**config.mk**
```make
export PLATFORM = sky130hd
export DESIGN_NAME = cosio_regs
export DESIGN_NICKNAME = d
export VERILOG_FILES = /design/src/rtl/cosio_pkg.sv /design/src/rtl/cosio_ctrl.sv /design/src/rtl/cosio_dp.sv /design/src/rtl/cosio_regs.sv
export SDC_FILE = /design/constraint.sdc
export NUM_CORES = 1
export LEC_CHECK = 0
export ABC_AREA = 1
export BUFFER_PORTS_ARGS = -buffer_cell sky130_fd_sc_hd__buf_2
export CORE_ASPECT_RATIO = 2
export CORE_MARGIN = 1
export CORE_UTILIZATION = 45
export DETAILED_ROUTE_END_ITERATION = 7
export PLACE_DENSITY = 0.75
export SYNTH_ARGS = -nofsm -noshare
export SYNTH_HDL_FRONTEND = slang
export SYNTH_SLANG_ARGS = --single-unit
```
**constraint.sdc**
```tcl
create_clock -name clk -period 1.6 [get_ports clk]
set_input_delay 0.32 -clock clk [delete_from_list [all_inputs] [get_ports clk]]
set_output_delay 0.32 -clock clk [all_outputs]
set_load 0.05 [all_outputs]
```
**src/rtl/cosio_pkg.sv**
```systemverilog
package cosio_pkg;
  parameter int BANK_W = 8;
  parameter int IN_BANKS = 3;
  parameter int SYNC_STAGES = 2;
  localparam int NUM_BANKS = IN_BANKS + 1;
  localparam int IN_W = IN_BANKS * BANK_W;
  localparam int ST_W = NUM_BANKS * BANK_W;
  localparam int ADDR_W = 4;
  localparam int TTL_DIR_BIT = 1;

  localparam logic [ADDR_W-1:0] OFF_TTL_OUT = 4'd3;
  localparam logic [ADDR_W-1:0] OFF_TTL_IN = 4'd7;
  localparam logic [ADDR_W-1:0] OFF_ST0 = 4'd8;
  localparam logic [ADDR_W-1:0] OFF_CTRL = 4'd12;
  localparam logic [ADDR_W-1:0] OFF_EN = 4'd14;
  localparam logic [ADDR_W-1:0] OFF_RST = 4'd15;

  typedef struct packed {
    logic [NUM_BANKS-1:0] wrOut;
    logic wrCtrl;
    logic wrEnable;
    logic softRst;
    logic [ST_W-1:0] clrMask;
    logic [BANK_W-1:0] data;
  } cosStrobe_t;

  typedef struct packed {
    logic [IN_W-1:0] outLatch;
    logic [BANK_W-1:0] ttlLatch;
    logic [IN_W-1:0] inLvl;
    logic [BANK_W-1:0] ttlLvl;
    logic [ST_W-1:0] status;
    logic [BANK_W-1:0] ctrl;
    logic [BANK_W-1:0] enable;
    logic irq;
  } cosView_t;
endpackage

```
**src/rtl/cosio_ctrl.sv**
```systemverilog
module cosio_ctrl
  import cosio_pkg::*;
(
  input  logic clk,
  input  logic rst_n,
  input  logic [ADDR_W-1:0] busAddr,
  input  logic [ST_W-1:0] busWdata,
  input  logic busWr,
  input  logic busRd,
  input  logic busWide,
  input  cosView_t view,
  output cosStrobe_t stb,
  output logic [ST_W-1:0] busRdata
);
  logic [1:0] lane;
  assign lane = busAddr[1:0];

  always_comb begin
    stb = '0;
    stb.data = busWdata[BANK_W-1:0];
    if (busWr) begin
      case (busAddr)
        4'd0, 4'd1, 4'd2, OFF_TTL_OUT: stb.wrOut[lane] = 1'b1;
        4'd8, 4'd9, 4'd10, 4'd11: begin
          if (busWide && busAddr == OFF_ST0) stb.clrMask = busWdata;
          else stb.clrMask = ST_W'(busWdata[BANK_W-1:0]) << (BANK_W * int'(lane));
        end
        OFF_CTRL: stb.wrCtrl = 1'b1;
        OFF_EN: stb.wrEnable = 1'b1;
        OFF_RST: stb.softRst = 1'b1;
        default: ;
      endcase
    end
  end

  always_comb begin
    busRdata = '0;
    if (busRd) begin
      case (busAddr)
        4'd0, 4'd1, 4'd2: busRdata = ST_W'(view.outLatch[int'(lane)*BANK_W +: BANK_W]);
        OFF_TTL_OUT: busRdata = ST_W'(view.ttlLatch);
        4'd4, 4'd5, 4'd6: busRdata = ST_W'(view.inLvl[int'(lane)*BANK_W +: BANK_W]);
        OFF_TTL_IN: busRdata = ST_W'(view.ttlLvl);
        4'd8, 4'd9, 4'd10, 4'd11: begin
          if (busWide && busAddr == OFF_ST0) busRdata = view.status;
          else busRdata = ST_W'(view.status[int'(lane)*BANK_W +: BANK_W]);
        end
        OFF_CTRL: busRdata = ST_W'(view.ctrl);
        OFF_EN: busRdata = ST_W'(view.enable);
        OFF_RST: busRdata = ST_W'(view.irq);
        default: busRdata = '0;
      endcase
    end
  end

  // writes to the read-only input offsets raise no strobe
  assert_input_write_ignored_R2: assert property (@(posedge clk) disable iff (!rst_n)
    (busWr && busAddr inside {[4'd4:4'd7]}) |->
      (stb.wrOut == '0 && !stb.wrCtrl && !stb.wrEnable && !stb.softRst && stb.clrMask == '0));
endmodule

```
**src/rtl/cosio_dp.sv**
```systemverilog
module cosio_dp
  import cosio_pkg::*;
(
  input  logic clk,
  input  logic rst_n,
  input  cosStrobe_t stb,
  input  logic [IN_W-1:0] inPins,
  input  logic [BANK_W-1:0] ttlIn,
  output cosView_t view,
  output logic [IN_W-1:0] outPins,
  output logic [BANK_W-1:0] ttlOut,
  output logic ttlOe,
  output logic irqOut
);
  logic [IN_W-1:0] outLatch;
  logic [BANK_W-1:0] ttlLatch, ctrlReg, enReg;
  logic [ST_W-1:0] status, prevLvl, lvl, hit;
  logic [ST_W-1:0] syncQ [SYNC_STAGES];
  logic [ST_W-1:0] syncOut;

  always_ff @(posedge clk or negedge rst_n) begin
    if (!rst_n) begin
      for (int s = 0; s < SYNC_STAGES; s++) syncQ[s] <= '0;
      prevLvl <= '0;
    end else begin
      syncQ[0] <= {ttlIn, inPins};
      for (int s = 1; s < SYNC_STAGES; s++) syncQ[s] <= syncQ[s-1];
      prevLvl <= lvl;
    end
  end

  assign syncOut = syncQ[SYNC_STAGES-1];
  assign lvl = {ctrlReg[TTL_DIR_BIT] ? ttlLatch : syncOut[ST_W-1:IN_W], syncOut[IN_W-1:0]};

  for (genvar b = 0; b < NUM_BANKS; b++) begin : g_bank
    logic [BANK_W-1:0] cur, old;
    assign cur = lvl[b*BANK_W +: BANK_W];
    assign old = prevLvl[b*BANK_W +: BANK_W];
    assign hit[b*BANK_W +: BANK_W] = ((cur & ~old) & {BANK_W{enReg[b]}})
                                   | ((~cur & old) & {BANK_W{enReg[b+NUM_BANKS]}});
  end

  always_ff @(posedge clk or negedge rst_n) begin
    if (!rst_n) begin
      outLatch <= '0;
      ttlLatch <= '0;
      ctrlReg <= '0;
      enReg <= '0;
      status <= '0;
    end else if (stb.softRst) begin
      outLatch <= '0;
      ttlLatch <= '0;
      ctrlReg <= '0;
      enReg <= '0;
      status <= '0;
    end else begin
      for (int b = 0; b < IN_BANKS; b++)
        if (stb.wrOut[b]) outLatch[b*BANK_W +: BANK_W] <= stb.data;
      if (stb.wrOut[NUM_BANKS-1]) ttlLatch <= stb.data;
      if (stb.wrCtrl) ctrlReg <= stb.data;
      if (stb.wrEnable) enReg <= stb.data;
      status <= (status & ~stb.clrMask) | hit;
    end
  end

  assign outPins = outLatch;
  assign ttlOut = ttlLatch;
  assign ttlOe = ctrlReg[TTL_DIR_BIT];
  assign irqOut = |status;

  assign view = '{outLatch: outLatch, ttlLatch: ttlLatch, inLvl: syncOut[IN_W-1:0],
                  ttlLvl: lvl[ST_W-1:IN_W], status: status, ctrl: ctrlReg,
                  enable: enReg, irq: irqOut};

  // a flag only drops when its clear bit was written
  assert_flag_sticky_R5: assert property (@(posedge clk) disable iff (!rst_n)
    !$past(stb.softRst) |-> ((($past(status) & ~$past(stb.clrMask)) & ~status) == '0));

  // with every enable off, no new flag can appear
  assert_disabled_no_flag_R4: assert property (@(posedge clk) disable iff (!rst_n)
    ($past(enReg) == '0) |-> ((status & ~$past(status)) == '0));

  // a detected edge survives a same-cycle clear
  assert_set_beats_clear_R10: assert property (@(posedge clk) disable iff (!rst_n)
    (hit != '0 && !stb.softRst) |=> ((status & $past(hit)) == $past(hit)));

  // interrupt held while an uncleared flag remains
  assert_irq_held_R9: assert property (@(posedge clk) disable iff (!rst_n)
    (irqOut && ((status & ~stb.clrMask) != '0) && !stb.softRst) |=> irqOut);

  // soft reset zeroes the software-visible state
  assert_softrst_clears_R7: assert property (@(posedge clk) disable iff (!rst_n)
    stb.softRst |=> (status == '0 && outPins == '0 && !ttlOe && enReg == '0));
endmodule

```
**src/rtl/cosio_regs.sv**
```systemverilog
module cosio_regs
  import cosio_pkg::*;
(
  input  logic clk,
  input  logic rst_n,
  input  logic [3:0] busAddr,
  input  logic [31:0] busWdata,
  input  logic busWr,
  input  logic busRd,
  input  logic busWide,
  output logic [31:0] busRdata,
  input  logic [23:0] inPins,
  input  logic [7:0] ttlIn,
  output logic [23:0] outPins,
  output logic [7:0] ttlOut,
  output logic ttlOe,
  output logic irqOut
);
  cosStrobe_t stb;
  cosView_t view;

  cosio_ctrl u_ctrl (
    .clk(clk), .rst_n(rst_n), .busAddr(busAddr), .busWdata(busWdata),
    .busWr(busWr), .busRd(busRd), .busWide(busWide), .view(view),
    .stb(stb), .busRdata(busRdata)
  );

  cosio_dp u_dp (
    .clk(clk), .rst_n(rst_n), .stb(stb), .inPins(inPins), .ttlIn(ttlIn),
    .view(view), .outPins(outPins), .ttlOut(ttlOut), .ttlOe(ttlOe), .irqOut(irqOut)
  );
endmodule

```
==> summary.md <==
| Metric | Value |
|---|---|
| Status | complete, but fails checks |
| Failing checks | setup timing |
| Worst-case reg-to-reg path depth | 10 |
| Delay contributed by the slowest stage of the critical path | about 0.44 ns |
| Last weighted congestion value of the routability-driven placer | 0.9817 |
| Post-synth EDFFs | 0 |
| CTS sink cnt | 176 |
| Total routed wirelength | 30,250 um |
| Critical path start-end classification | reg -> out |
| Main combinational cell family by area after synthesis | simple AND/OR/NAND/NOR gates |
| Count of nets after finishing | 1,329 |
| Yosys Warn Count | 0 |
| Sequential share of the synthesized area | about 55% |
| Overall routing resource usage | 34.26% |
| Width of the chip | just under 100 um |
| Final Hold Fails | 0 |
| Top Family by Delay on Critical Path | simple AND/OR/NAND/NOR gates |
| Max-Slew Margin vs Limit | between 70% and 80% |
| Register-to-Register Setup Slack | -0.05 ns |
| Cell types occupying the most area after synthesis | sky130_fd_sc_hd__dfrtp_1, sky130_fd_sc_hd__nand2_1, sky130_fd_sc_hd__nor2_1 |
| Fraction of layout cells with a size suffix above 1 | about 40% |
| Arrival time at the worst endpoint | between 2 and 2.5 ns |
| Mux cell area share after synthesis | 0% |
| Fill cells | ~1,300 |
| Leading post-synthesis cells by instance count | sky130_fd_sc_hd__nand2_1, sky130_fd_sc_hd__dfrtp_1, sky130_fd_sc_hd__nor2_1, sky130_fd_sc_hd__o21ai_0, sky130_fd_sc_hd__inv_1 |
| GR Overflow Total | 0 |
| Top cell type's share of synthesized area | 55.08% |
| Total DRC errors in the routed layout | 0 |
| Largest net degree at the start of global routing | slightly above 70 |
| IO Count | 139 |
| Critical path depth | 9 |
| Cell taking the most area after synthesis | sky130_fd_sc_hd__dfrtp_1 |
| Required time at the endpoint of the critical path | approximately 1.3 ns |
| H-tree depth | 4 |
| Chain of cells forming the critical path | buf_4, buf_8, nand2_4, nand2_4, nand2_2, nand4_1, nor2_2, a21oi_4, buf_8 |
| Final worst setup slack | -0.9839 ns |
| Reg clk slew, reported paths | approximately 0.070 ns |
| Highest metal layer with signal wires | met5 |
| Worst-path maximum fanout | 7 |
| Diode insertion count for antenna repair | 0 |
| Number of synthesized register bits | ~180 |
| Total standard cell area after synthesis | between 7000 and 8000 sq um |
| DR pass1 iterations | 8 |
| Async set or reset register ratio after synthesis | 100.0% |
| Synth-to-layout area growth | 52.26% |
| Static Leakage | around 5.7 nW |
| Worst hold path depth | 4 |
| Placeable core area | ~17,000 sq um |
| Number of buffers inserted by port buffering | 138 |
| Total CTS buffers | 17 |
| Site row count | between 60 and 70 |
| Vias in the first global route | about 8,100 |
| Post-detailed-route count of antenna-violating nets | 0 |
| Floorplan die area | roughly 18,000 sq um |
| Dominant cell by count in the synthesized netlist | sky130_fd_sc_hd__nand2_1 |
| Total setup violations reported at the end of the flow | 36 |
| Setup skew after layout | roughly 0.011 ns |
| Fin Setup TNS | -10.31 ns |
| Worst path slowest cell | sky130_fd_sc_hd__dfrtp_2 |
| Mapped Avg Cell Area | between 8 and 9 sq um |
| Max frequency | slightly below 400 MHz |
| Arithmetic-cell share of the synthesized area counting full adders, half adders and majority gates | 0% |
| Post-layout util | 70.15% |
| Effective utilization at floorplan | a little under half |
| Buffers plus inverters on the worst setup path | 3 |
| Detailed-routed wire length on met2 | 15,330 um |
| Mapped Nets | ~1,000 |
| Met3 routed WL | roughly 2100 um |
| Wire per inst | 20.45 um |
| Cells after synthesis | 950 |
| Crit path time final | 2.584 ns |
| Insertion delay of the later-clocked pin in the worst-skew pair | between 0.4 and 0.5 ns |
| Area taken by flip-flops and latches | 4408 sq um |
| Vias after detailed routing | 8,228 |
| CTS root buf | sky130_fd_sc_hd__clkbuf_16 |
| MaxCap Viol Count | 0 |
| Prevailing post-synth register cell | sky130_fd_sc_hd__dfrtp_1 |
| CTS tree | yes |
| Global-route wire length before repair | ~44,000 um |
| Violation count after the first detailed-routing iteration | 600 |
| Worst hold slack after final layout | approximately 0.22 ns |
| Unrepaired setup endpoints after global routing | yes |
| Wire length on met1 | 9981 um |
| Initial antenna violation count | 1 |
| Die extent in y | 190.5 um |
| Via count normalized by instance count | around 5.6 |
| Synthesized-area fraction occupied by ao, oa, aoi and oai cells | about 15% |
| Type of element launching the critical path | register |
| Final number of max-transition violations | 0 |
| Slew at the pin closest to its max-slew limit | about 0.41 ns |
| Post-synthesis cell type count | 27 |
| Crit. End Element | primary output |
| Area taken by multi-input logic gates | around 3500 sq um |
| Maximum ir drop on the vdd rail | roughly 0.001 V |
| Post-Synth Simple-Gate Area | between 20% and 30% |
| Clock buffer depth | 2 |
| Pwr Density | roughly 1200 nW/um^2 |
| Final HPWL from detailed placement | ~22,000 um |
| Min-Delay Path Class | in -> reg |
| Fraction of synthesized cell area in xor and xnor cells | 0% |
| Portion of the clock cycle consumed by the worst path in the final layout | 161.5% |
## layer usage
| metal | GRT usage [%] | up-vias |
|---|---|---|
| met3 | 6.100 | 165 |
| met4 | 29.56 | 2 |
| met2 | 56.93 | 456 |
| li1 | - | 3730 |
| met5 | 0 | - |
| met1 | 36.19 | 3875 |
## cells by family (layout without fill, tap and decap cells)
kind of cell | after synthesis | count (layout)
AND/OR/NAND/NOR | 399 | 399
AO/OA/AOI/OAI | 220 | 220
flip-flops | 176 | 176
buffers and inverters | 155 | 474
## worst paths after layout
path	startpoint	endpoint
setup / recovery	u_dp.ctrlReg[1]	busRdata[3]
hold / removal	busWdata[28]	u_dp.status[28]
setup reg to reg	u_dp.ctrlReg[1]	u_dp.status[30]
hold reg to reg	u_dp.syncQ[49]	u_dp.syncOut[17]
max in group asynchronous	rst_n	u_dp.syncQ[45]
min in group asynchronous	rst_n	u_dp.syncOut[8]
## power by group
part           switching (mW)  total, mW  internal [mW]  leakage, nW
Combinational            2.77       4.49           1.73         3.44
Sequential              0.496       5.54           5.05         2.03
Clock                    1.92       3.99           2.07        0.272
Total                    5.19       14.0           8.84         5.75
## registers in the layout, summed over array words and instances, names as in the netlist
signal and count:
u_dp.prevLvl 32, u_dp.status 32, u_dp.syncOut 32, u_dp.syncQ 32
u_dp.outPins 24, u_dp.ctrlReg 8, u_dp.enReg 8, u_dp.ttlOut 8
## layout by cell type, fill, tap and decap left out, types with 3 or more instances in the layout
cell	synthesis	final
sky130_fd_sc_hd__nand2_4	0	32
sky130_fd_sc_hd__buf_2	24	96
sky130_fd_sc_hd__dfrtp_2	0	3
sky130_fd_sc_hd__a21oi_4	0	7
sky130_fd_sc_hd__buf_6	0	29
sky130_fd_sc_hd__nor2_4	2	28
sky130_fd_sc_hd__inv_8	0	5
sky130_fd_sc_hd__nor2_1	101	64
sky130_fd_sc_hd__inv_6	0	6
sky130_fd_sc_hd__nand2_1	209	161
sky130_fd_sc_hd__nor3_1	24	20
sky130_fd_sc_hd__a21oi_1	54	47
sky130_fd_sc_hd__nor3_4	0	3
sky130_fd_sc_hd__nand2_2	2	17
sky130_fd_sc_hd__clkinvlp_4	0	4
sky130_fd_sc_hd__inv_1	68	61
sky130_fd_sc_hd__dlygate4sd3_1	0	33
sky130_fd_sc_hd__o21ai_0	73	68
sky130_fd_sc_hd__a31oi_1	29	29
sky130_fd_sc_hd__nand4_1	8	8
sky130_fd_sc_hd__buf_12	0	16
sky130_fd_sc_hd__clkinv_8	0	3
sky130_fd_sc_hd__dfrtp_1	176	173
sky130_fd_sc_hd__clkbuf_16	0	17
sky130_fd_sc_hd__buf_4	33	160
sky130_fd_sc_hd__o211ai_1	17	17
sky130_fd_sc_hd__o21ai_1	36	38
sky130_fd_sc_hd__buf_8	0	20
sky130_fd_sc_hd__nand3_1	45	43
sky130_fd_sc_hd__nor2_2	6	17
sky130_fd_sc_hd__inv_2	13	15
sky130_fd_sc_hd__o22ai_1	7	7
## metrics by stage
step	setup WS, ns	instance area (sq um)	std cells	total power [mW]
after floorplan	-0.2326	8638	950	7.828
after CTS	-0.6841	11940	1470	13.70
after global routing	-1.017	12180	1479	14.55
after global placement	-0.5158	10460	1390	9.400
after detailed placement	-0.5150	10460	1390	9.459
final	-0.9839	12180	1479	14.03
## cell type report
type	count	area share, %
Sequential cell	176	36.20
Multi-Input combinational cell	619	29.09
Timing Repair Buffer	357	24.86
Clock buffer	17	3.494
Inverter	84	2.867
Tap cell	210	2.158
Clock inverter	15	1.192
Timing Repair inverter	1	0.1336
## what timing repair did
| action | in CTS | in global routing |
|---|---|---|
| setup buffers | 12 | 12 |
| pin swaps | 47 | 25 |
| hold buffers | 33 | 0 |
| resized for setup | 121 | 54 |
| gates cloned | 4 | 0 |
| endpoints found under the setup margin | 35 | 42 |
| endpoints found under the hold margin | 208 | 0 |
## tightest hold or removal path: cells and delay by family
kind,cells,cell delay [ns]
compound gates,2,0.14
buf+inv,1,0.09
simple gates,1,0.07
Note: power is estimated with default switching activity, not from simulation.
